===== src/rtl/supv_pkg.sv =====
package supv_pkg;

  // Strobes from the control FSM to the hold-counter datapath
  typedef struct packed {
    logic clr;  // reload the hold counter to zero
    logic inc;  // advance the hold counter by one
  } holdStrobe_t;

  typedef enum logic {
    ST_HOLD = 1'b0,  // reset asserted, hold time running or restarting
    ST_RUN  = 1'b1   // reset released
  } supvState_t;

endpackage


===== src/rtl/supv_sync.sv =====
module supv_sync #(
  parameter int WIDTH   = 2,
  parameter int STAGES  = 2,
  parameter logic [WIDTH-1:0] RST_VAL = '0
) (
  input  logic             clk,
  input  logic             porN,
  input  logic [WIDTH-1:0] asyncIn,
  output logic [WIDTH-1:0] syncOut
);

  logic [WIDTH-1:0] stage [STAGES];

  always_ff @(posedge clk or negedge porN) begin
    if (!porN) stage[0] <= RST_VAL;
    else       stage[0] <= asyncIn;
  end

  for (genvar s = 1; s < STAGES; s++) begin : g_stage
    always_ff @(posedge clk or negedge porN) begin
      if (!porN) stage[s] <= RST_VAL;
      else       stage[s] <= stage[s-1];
    end
  end

  assign syncOut = stage[STAGES-1];

endmodule


===== src/rtl/supv_hold_dp.sv =====
module supv_hold_dp
  import supv_pkg::*;
#(
  parameter int HOLD_CYC = 200,
  localparam int CNT_W   = $clog2(HOLD_CYC + 1)
) (
  input  logic             clk,
  input  logic             porN,
  input  holdStrobe_t      strobe,
  output logic [CNT_W-1:0] holdCnt,
  output logic             holdDone
);

  localparam logic [CNT_W-1:0] LAST = CNT_W'(HOLD_CYC - 1);

  always_ff @(posedge clk or negedge porN) begin
    if (!porN)           holdCnt <= '0;
    else if (strobe.clr) holdCnt <= '0;
    else if (strobe.inc) holdCnt <= holdCnt + CNT_W'(1);
  end

  // Last counting cycle: the release happens on this edge
  assign holdDone = (holdCnt == LAST);

endmodule


===== src/rtl/supv_ctrl.sv =====
module supv_ctrl
  import supv_pkg::*;
(
  input  logic        clk,
  input  logic        porN,
  input  logic        trig,
  input  logic        holdDone,
  output holdStrobe_t strobe,
  output logic        rstOutN,
  output logic        rstOut
);

  supvState_t state, stateNxt;

  always_comb begin
    stateNxt   = state;
    strobe.clr = 1'b0;
    strobe.inc = 1'b0;
    unique case (state)
      ST_HOLD: begin
        if (trig)          strobe.clr = 1'b1;
        else if (holdDone) stateNxt   = ST_RUN;
        else               strobe.inc = 1'b1;
      end
      ST_RUN: begin
        if (trig) begin
          strobe.clr = 1'b1;
          stateNxt   = ST_HOLD;
        end
      end
      default: stateNxt = ST_HOLD;
    endcase
  end

  always_ff @(posedge clk or negedge porN) begin
    if (!porN) begin
      state   <= ST_HOLD;
      rstOutN <= 1'b0;
      rstOut  <= 1'b1;
    end else begin
      state   <= stateNxt;
      rstOutN <= (stateNxt == ST_RUN);
      rstOut  <= (stateNxt != ST_RUN);
    end
  end

endmodule


===== src/rtl/supv_reset_seq.sv =====
module supv_reset_seq #(
  parameter int CLK_HZ      = 50_000_000,
  parameter int HOLD_MS     = 200,
  parameter int MIN_HOLD_MS = 140
) (
  input  logic clk,
  input  logic porN,
  input  logic supplyOk,
  input  logic manualRst,
  output logic rstOutN,
  output logic rstOut
);
  import supv_pkg::*;

  localparam int EFF_MS   = (HOLD_MS < MIN_HOLD_MS) ? MIN_HOLD_MS : HOLD_MS;
  localparam int HOLD_CYC = (CLK_HZ / 1000) * EFF_MS;
  localparam int CNT_W    = $clog2(HOLD_CYC + 1);

  logic [1:0]       syncVec;
  logic             supOkSync, mrSync, trig, holdDone;
  logic [CNT_W-1:0] holdCnt;
  holdStrobe_t      strobe;

  // bit 1: supply good (resets to "bad"), bit 0: manual request
  supv_sync #(.WIDTH(2), .STAGES(2), .RST_VAL(2'b00)) sync_i (
    .clk(clk), .porN(porN),
    .asyncIn({supplyOk, manualRst}),
    .syncOut(syncVec)
  );

  assign supOkSync = syncVec[1];
  assign mrSync    = syncVec[0];
  assign trig      = !supOkSync || mrSync;

  supv_ctrl ctrl_i (
    .clk(clk), .porN(porN), .trig(trig), .holdDone(holdDone),
    .strobe(strobe), .rstOutN(rstOutN), .rstOut(rstOut)
  );

  supv_hold_dp #(.HOLD_CYC(HOLD_CYC)) dp_i (
    .clk(clk), .porN(porN), .strobe(strobe),
    .holdCnt(holdCnt), .holdDone(holdDone)
  );

endmodule


===== config.mk =====
export PLATFORM = sky130hd
export DESIGN_NAME = supv_reset_seq
export DESIGN_NICKNAME = d
export VERILOG_FILES = /design/src/rtl/supv_pkg.sv /design/src/rtl/supv_sync.sv /design/src/rtl/supv_hold_dp.sv /design/src/rtl/supv_ctrl.sv /design/src/rtl/supv_reset_seq.sv
export SDC_FILE = /design/constraint.sdc
export NUM_CORES = 1
export LEC_CHECK = 0
export ABC_AREA = 1
export CAP_MARGIN = 20
export CORE_MARGIN = 3
export CORE_UTILIZATION = 25
export DETAILED_ROUTE_END_ITERATION = 7
export DONT_BUFFER_PORTS = 1
export PLACE_DENSITY = 0.39
export SLEW_MARGIN = 20
export SYNTH_ARGS = -nofsm -noshare
export SYNTH_HDL_FRONTEND = slang
export SYNTH_SLANG_ARGS = --single-unit
export TNS_END_PERCENT = 5

===== constraint.sdc =====
create_clock -name clk -period 1.4 [get_ports clk]
set_input_delay 0.28 -clock clk [delete_from_list [all_inputs] [get_ports clk]]
set_output_delay 0.28 -clock clk [all_outputs]
set_load 0.005 [all_outputs]

==> results of run 1 <==
state kept, by name, summed over array words and instances, names as in the netlist:
register        flops
ctrl_i.rstOut       1
ctrl_i.rstOutN      1
dp_i.holdCnt       24
sync_i.stage        2
sync_i.syncOut      2
power groups by stage:
| stage | clock (mW) | combinational [mW] | sequential, mW |
|---|---|---|---|
| floorplan | 0 | 0.0170 | 0.897 |
| global placement | 0 | 0.0365 | 0.897 |
| CTS | 0.787 | 0.0641 | 0.880 |
| finish | 0.747 | 0.0631 | 0.881 |
| detailed placement | 0 | 0.0362 | 0.897 |
| global route | 0.821 | 0.0724 | 0.880 |
final timing paths:
kind,startpoint,to,slack (ns),cells after the start
hold / removal,supplyOk,sync_i.stage[3],0.02,0
setup / recovery,dp_i.holdCnt[1],dp_i.holdCnt[8],-0.07,9
min in group asynchronous,porN,ctrl_i.rstOutN,0.44,2
setup reg to reg,dp_i.holdCnt[1],dp_i.holdCnt[8],-0.07,9
max in group asynchronous,porN,ctrl_i.rstOut,0.72,2
hold reg to reg,sync_i.stage[3],sync_i.syncOut[1],0.35,0
final cells by class:
type	count	area (sq um)	share of cell area (%)
clock buffer	7	86.3	3.50
clock inverter	1	5.00	0.203
inverter	18	83.8	3.40
multi-input combinational	212	1040	42.0
sequential	30	756	30.6
tap	96	120	4.87
timing repair buffer	47	380	15.4
stage by stage:
step / instance area [sq um] / TNS, ns / util [%]
2_1_floorplan: 1860 / -0.0335 / -
3_3_place_gp: 2280 / -1.50 / 32.9
3_5_place_dp: 2280 / -1.94 / 32.9
4_1_cts: 2430 / -1.29 / 35.0
5_1_grt: 2470 / -3.11 / 35.5
6_report: 2470 / -0.871 / 35.5
cell families after synthesis:
family / after synthesis / share of synthesized area, %
xor gates and xnor gates: 13 / 6.25
adders and majority gates: 1 / 0.687
and+or+nand+nor: 196 / 45.5
buffers and inverters: 23 / 5.77
DFF: 30 / 41.3
AOI/OAI and AO/OA: 2 / 0.549
synthesized netlist by cell type:
library cell and count:
buf_6 2, buf_1 1, inv_2 1, nand2_1 105, xnor2_1 1, nand3_2 2
o21ai_0 2, xor2_1 12, nor2_2 3, nand2_2 3, dfrtp_1 29, ha_1 1
nor2_1 48, and2_1 1, or2_2 1, nand3_1 22, clkinv_2 1, buf_2 2
dfstp_2 1, nand4_1 9, nor3_2 1, nand3b_1 1, inv_1 15, clkinv_1 1
repair_timing:
action | 4_1_cts | 5_1_grt
gates resized for setup | 8 | 12
hold buffers | 2 | 0
setup endpoints to repair | 25 | 26
hold endpoints to repair | 30 | 0
pin swaps | 1 | 0
critical path, delay by kind of cell (launching register included):
| kind | cells | cell delay, ns |
|---|---|---|
| flip-flops | 1 | 0.42 |
| AND/OR/NAND/NOR | 5 | 0.36 |
| adder cells (fa/ha/maj) | 1 | 0.17 |
| XOR/XNOR | 1 | 0.10 |
| buffers and inverters | 2 | 0.32 |
per-layer routing:
layer  up-vias  track usage, %  part of all wire (%)
li1        925               -                     -
met1       765            18.0                    51
met2        21            21.6                    45
met3         9            2.49                   2.4
met4         0            3.77                   2.0
met5         -               0                     0
==> reports/results.tsv, run 1 <==
metric	value	unit
power_density	685	nW/um^2
pin_count	6	
first_global_vias	1777	
min_path_type	primary input to register	
slew_headroom	73.9	%
synth_cells	265	
viasPerCell	4.18	
drt_iter0_drc	89	
power_frac_comb	3.7	%
core_area	6940	sq um
cts_tree	built	
crit_path_max_fanout	4	
slowest_stage	dfrtp_1	
pre_cts_ws	-0.125	ns
areaGrowthSynthToFinish	35.5	%
clkPwrFrac	44.2	%
max_stage_delay	0.42	ns
finalCritPeriodShare	105	%
numCtsBuffers	5	
fin_skew	0.00434	ns
timing.final.ws_setup	-0.0685	ns
yosys.area.top_type	dfrtp_1	
synth_seq_cells	30	
worstMarginPinSlew	0.391	ns
gr-total-overflow	0	
drive_gt1_share	27.0	%
port_buffers	0	
holdWs	0.0179	ns
drv_slew	0	
fin_crit	1.47	ns
grt_pass1_wl	8760	um
fin_cells	411	
syn_nets	270	
syn-cell-area	1820	sq um
wl_per_cell	12.2	um
die_w	91.4	um
arrival	1.65	ns
syn_area_per_cell	6.87	sq um
drc	0	
cap_violations	0	
switchingPower	0.397	mW
dr.pass1.iters	4	
root_buffer	clkbuf_8	
final_common_cell	nand2_1	
grt_start_max_net_pins	31	
ir_worst_vdd	355	uV
postRouteAntennaNets	0	
synthDistinctLibCells	24	
globalplace.congestion	0.799	
p_sw_share	23.5	%
seqPwrFrac	52.1	%
start_util	26.2	%
ys_warn_count	0	
die-area	8350	sq um
cts_sinks	30	
hold_viol_final	0	
yosysTopAreaCellShare	39.8	%
cp_data_required_time	1.58	ns
yosysSeqAreaShare	41.3	%
power.total	1.69	mW
clock_path_buffers	2	
antenna_cells	0	
synth.area.top_cells	dfrtp_1 40%, nand2_1 22%, nor2_1 9.9%, nand3_1 6.0%, xor2_1 5.8%	
fmax	681	MHz
finalSetupViolations	24	
path_clk_slew	0.07	ns
insertion_delay	0.29	ns
path_cells	ha_4 -> nand3_4 -> buf_4 -> nor3_2 -> buf_4 -> xnor2_2 -> nor2_1 -> nand2_1 -> nand2_1	
rsz0062_at_grt	yes	
layout.nets	319	
status	complete, but fails checks	
post-cts-setup-buffers	0	
final_cell_mix	100 x nand2_1, 44 x buf_4, 41 x nor2_1	
antenna_found_initial	0	
num_rows	30	
globalRouteTotalUtil	13.3	%
die_h	91.4	um
wirelength	5010	um
dp_hpwl	3850	um
h-tree-depth	2	
end_kind	register	
dp.cells	401	
route.vias.total	1720	
p_int	1.29	mW
fillers	770	
worst_setup_path_start_kind	register	
cellLeakagePower	1.16	nW
violations	negative setup slack	
path_class	register to register	
(Power assumes the default switching activity.)
==> run 2: changes to the inputs <==
--- a/config.mk
+++ b/config.mk
@@ -8,12 +8,13 @@
 export ABC_AREA = 1
 export CAP_MARGIN = 20
 export CORE_MARGIN = 3
-export CORE_UTILIZATION = 25
+export CORE_UTILIZATION = 35
 export DETAILED_ROUTE_END_ITERATION = 7
 export DONT_BUFFER_PORTS = 1
-export PLACE_DENSITY = 0.39
+export PLACE_DENSITY = 0.5
 export SLEW_MARGIN = 20
 export SYNTH_ARGS = -nofsm -noshare
 export SYNTH_HDL_FRONTEND = slang
+export SYNTH_HIERARCHICAL = 1
 export SYNTH_SLANG_ARGS = --single-unit
 export TNS_END_PERCENT = 5
==> reports/results.tsv, run 2 <==
metric	value	unit	change
status	complete, but fails checks		
violations	negative setup slack		
critical_path.startpoint	dp_i/holdCnt[16]		
drt_iter0_drc	57		-36%
grtUsageMet1	22.2	%	+4.2 points
fillers	433		-44%
rsz0062_at_grt	yes		
synth_cells	222		-16%
cts_tree	built		
h-tree-depth	2		unchanged
dp_hpwl	2850	um	-26%
die-area	5590	sq um	-33%
timing.final.ws_setup	-0.501	ns	-0.432 ns
worst_setup_path_start_kind	register		
postRouteAntennaNets	0		unchanged
synth.most_common_cell	nand2_1		
worstMarginPinSlew	0.328	ns	-0.0624 ns
cp_data_required_time	1.57	ns	about the same
power_density	888	nW/um^2	+30%
globalplace.congestion	0.762		-4.6%
ys_warn_count	6		+6
antenna_cells	0		unchanged
hold_viol_final	0		unchanged
ir_worst_vdd	391	uV	+10%
drive_gt1_share	35.1	%	+8.1 points
wl_per_cell	12.2	um	-0.26%
dpl_cell_area	2010	sq um	-12%
grt_start_max_net_pins	31		unchanged
core_area	4470	sq um	-36%
fin_area	2320	sq um	-6.0%
layout.area.seq	752	sq um	-0.50%
yosysTopAreaCellShare	43.8	%	+4.0 points
die_h	74.8	um	-18%
areaGrowthSynthToFinish	40.1	%	
synth-compound-area-share	7.56	%	+7.0 points
finalCritPeriodShare	136	%	+31 points
path_class	register to register		
insertion_delay	0.28	ns	about the same
busiest_layer	met2		
wirelength	3890	um	-22%
num_rows	24		-20%
synth.area.top_cells	dfrtp_1 44%, nand2_1 12%, nor2_1 9.5%, a21oi_1 4.8%, nand3_1 4.8%		
arrival	2.07	ns	+0.42 ns
synthAdderAreaFrac	0.756	%	+0.069 points
yosys-top-cells-count	53 x nand2_1, 42 x nor2_1, 29 x dfrtp_1		
cellLeakagePower	0.981	nW	-15%
power.total	2.06	mW	+22%
pin_count	6		unchanged
met3_usage	4.01	%	+1.5 points
path_clk_slew	0.07	ns	about the same
syn-cell-area	1660	sq um	-9.1%
reg2reg_slack	-0.50	ns	-0.43 ns
finalSetupViolations	25		+4.2%
min_path_type	primary input to register		
final_common_cell	nand2_1		
fmax	526	MHz	-23%
use_met2	24.0	%	+2.4 points
crit_path_max_fanout	5		+1
end_kind	register		
r2r-start	dp_i/holdCnt[16]		
viasPerCell	4.73		+13%
synth_top_family_by_area	simple AND/OR/NAND/NOR gates		
first_global_vias	1435		-19%
hold_depth	0		unchanged
fin_skew	0.00573	ns	+0.00140 ns
final_cell_mix	51 x nand2_1, 40 x buf_4, 37 x nor2_1		
port_buffers	0		unchanged
synthDistinctLibCells	22		-8.3%
die_w	74.8	um	-18%
cap_violations	0		unchanged
clock_path_buffers	2		unchanged
cts_sinks	30		unchanged
synth_edf_count	0		unchanged
globalRouteTotalUtil	15.8	%	+2.5 points
fin_crit	1.90	ns	+0.432 ns
synthFlopType	dfrtp_1		
multi_input_area	925	sq um	-11%
drv_slew	0		unchanged
largest_reg_flops	24		unchanged
yosys.area_share.simple	38.9	%	-6.6 points
gr-total-overflow	0		unchanged
largest-register	dp_i/holdCnt		
start_util	37.0	%	+11 points
r2r-end	dp_i/holdCnt[15]		
syn_area_per_cell	7.46	sq um	+8.5%
async_flop_share	100	%	unchanged
fin_setup_tns	-10.87	ns	-10.00 ns
yosys.area_share.xor_xnor	0.529	%	-5.7 points
hold_start	supplyOk		
yosys.area.top_type	dfrtp_1		
reg2regPathDepth	14		+5
yosysSeqAreaShare	45.4	%	+4.1 points
synth_mux_area_share	0	%	unchanged
antenna_found_initial	0		unchanged
grt_pass1_wl	6640	um	-24%
synth_seq_cells	30		unchanged
root_buffer	clkbuf_8		
hold_path_end	sync_i/stage[3]		
numCtsBuffers	5		unchanged
drc	0		unchanged
dr.pass1.iters	4		unchanged
syn_nets	227		-16%
slew_headroom	78.0	%	+4.0 points
route.vias.total	1512		-12%
layout.nets	272		-15%
==> run 2: cell types whose count changed in the layout (fill, tap and decap cells not counted), sizes merged, moves of 4 or more <==
cell / change
inv: +6
buf: -4
nand4: -8
o21ai: +7
a21oi: +16
nand3: -8
nand2: -48
nor3b: +4
xor2: -12
==> run 2: kinds of logic (layout without fill, tap and decap cells) <==
group	count (synthesis)	count (layout)
simple gates	138	138
compound gates	25	25
buf+inv	27	73
flops	30	30
xor+xnor	1	1
fa+ha+maj	1	1
==> run 2: critical path: stages (launching register included) <==
cell,delay (ns)
dfrtp_1,0.39
nor4_2,0.35
nand3_2,0.12
nor2_2,0.14
inv_1,0.06
nand2_2,0.08
nor2_4,0.05
nor2_4,0.20
inv_4,0.09
nand2_8,0.10
nor2_4,0.05
nand2_1,0.05
nand2_1,0.04
inv_1,0.04
nor2_1,0.04
==> run 2: how the worst max path moves through the flow <==
stage | end | slack [ns] | cells past startpoint
after floorplan | dp_i/holdCnt[17] | -0.44 | 14
after CTS | dp_i/holdCnt[15] | -0.54 | 16
final | dp_i/holdCnt[15] | -0.50 | 14
after detailed placement | dp_i/holdCnt[17] | -0.61 | 12
after global routing | dp_i/holdCnt[15] | -0.69 | 16
after global placement | dp_i/holdCnt[17] | -0.61 | 12
==> run 2: where the power goes <==
group	internal (mW)	switching, mW
logic	0.0372	0.0579
clock network	0.759	0.330
registers	0.874	0.00250
==> run 2: layout make-up <==
cell class,instances,area share [%]
Clock buffer,6,3.56
Multi-Input combinational cell,165,39.9
Timing Repair Buffer,43,15.1
Clock inverter,2,2.59
Sequential cell,30,32.4
Tap cell,52,2.80
Inverter,22,3.67
==> run 2: through the flow <==
step / cells / hold WS [ns] / util [%] / setup slack (ns)
4_1_cts: 318 / 0.0182 / 49.6 / -0.542
5_1_grt: 320 / 0.00134 / 51.8 / -0.692
2_1_floorplan: 222 / -0.0156 / - / -0.441
3_3_place_gp: 307 / -0.0148 / 44.9 / -0.614
6_report: 320 / 0.0248 / 51.8 / -0.501
3_5_place_dp: 307 / -0.0148 / 44.9 / -0.610
==> run 2: repair_timing <==
action	in CTS	in global routing
resized for setup	9	19
buffers inserted	1	2
setup endpoints to repair	25	26
hold buffers	2	0
pin swaps	8	12
hold endpoints to repair	30	0
==> run 2: per-layer routing <==
layer | wire, um | vias to the layer above
met3 | 92 | 7
met2 | 1760 | 14
met5 | 0 | -
li1 | - | 790
met1 | 1990 | 701
met4 | 48 | 0
==> run 3: changes to the inputs <==
--- a/config.mk
+++ b/config.mk
@@ -6,7 +6,6 @@
 export NUM_CORES = 1
 export LEC_CHECK = 0
 export ABC_AREA = 1
-export CAP_MARGIN = 20
 export CORE_MARGIN = 3
 export CORE_UTILIZATION = 35
 export DETAILED_ROUTE_END_ITERATION = 7
==> results of run 3 <==
Same layout as run 2: the final DEF is identical, and so are final timing and power.
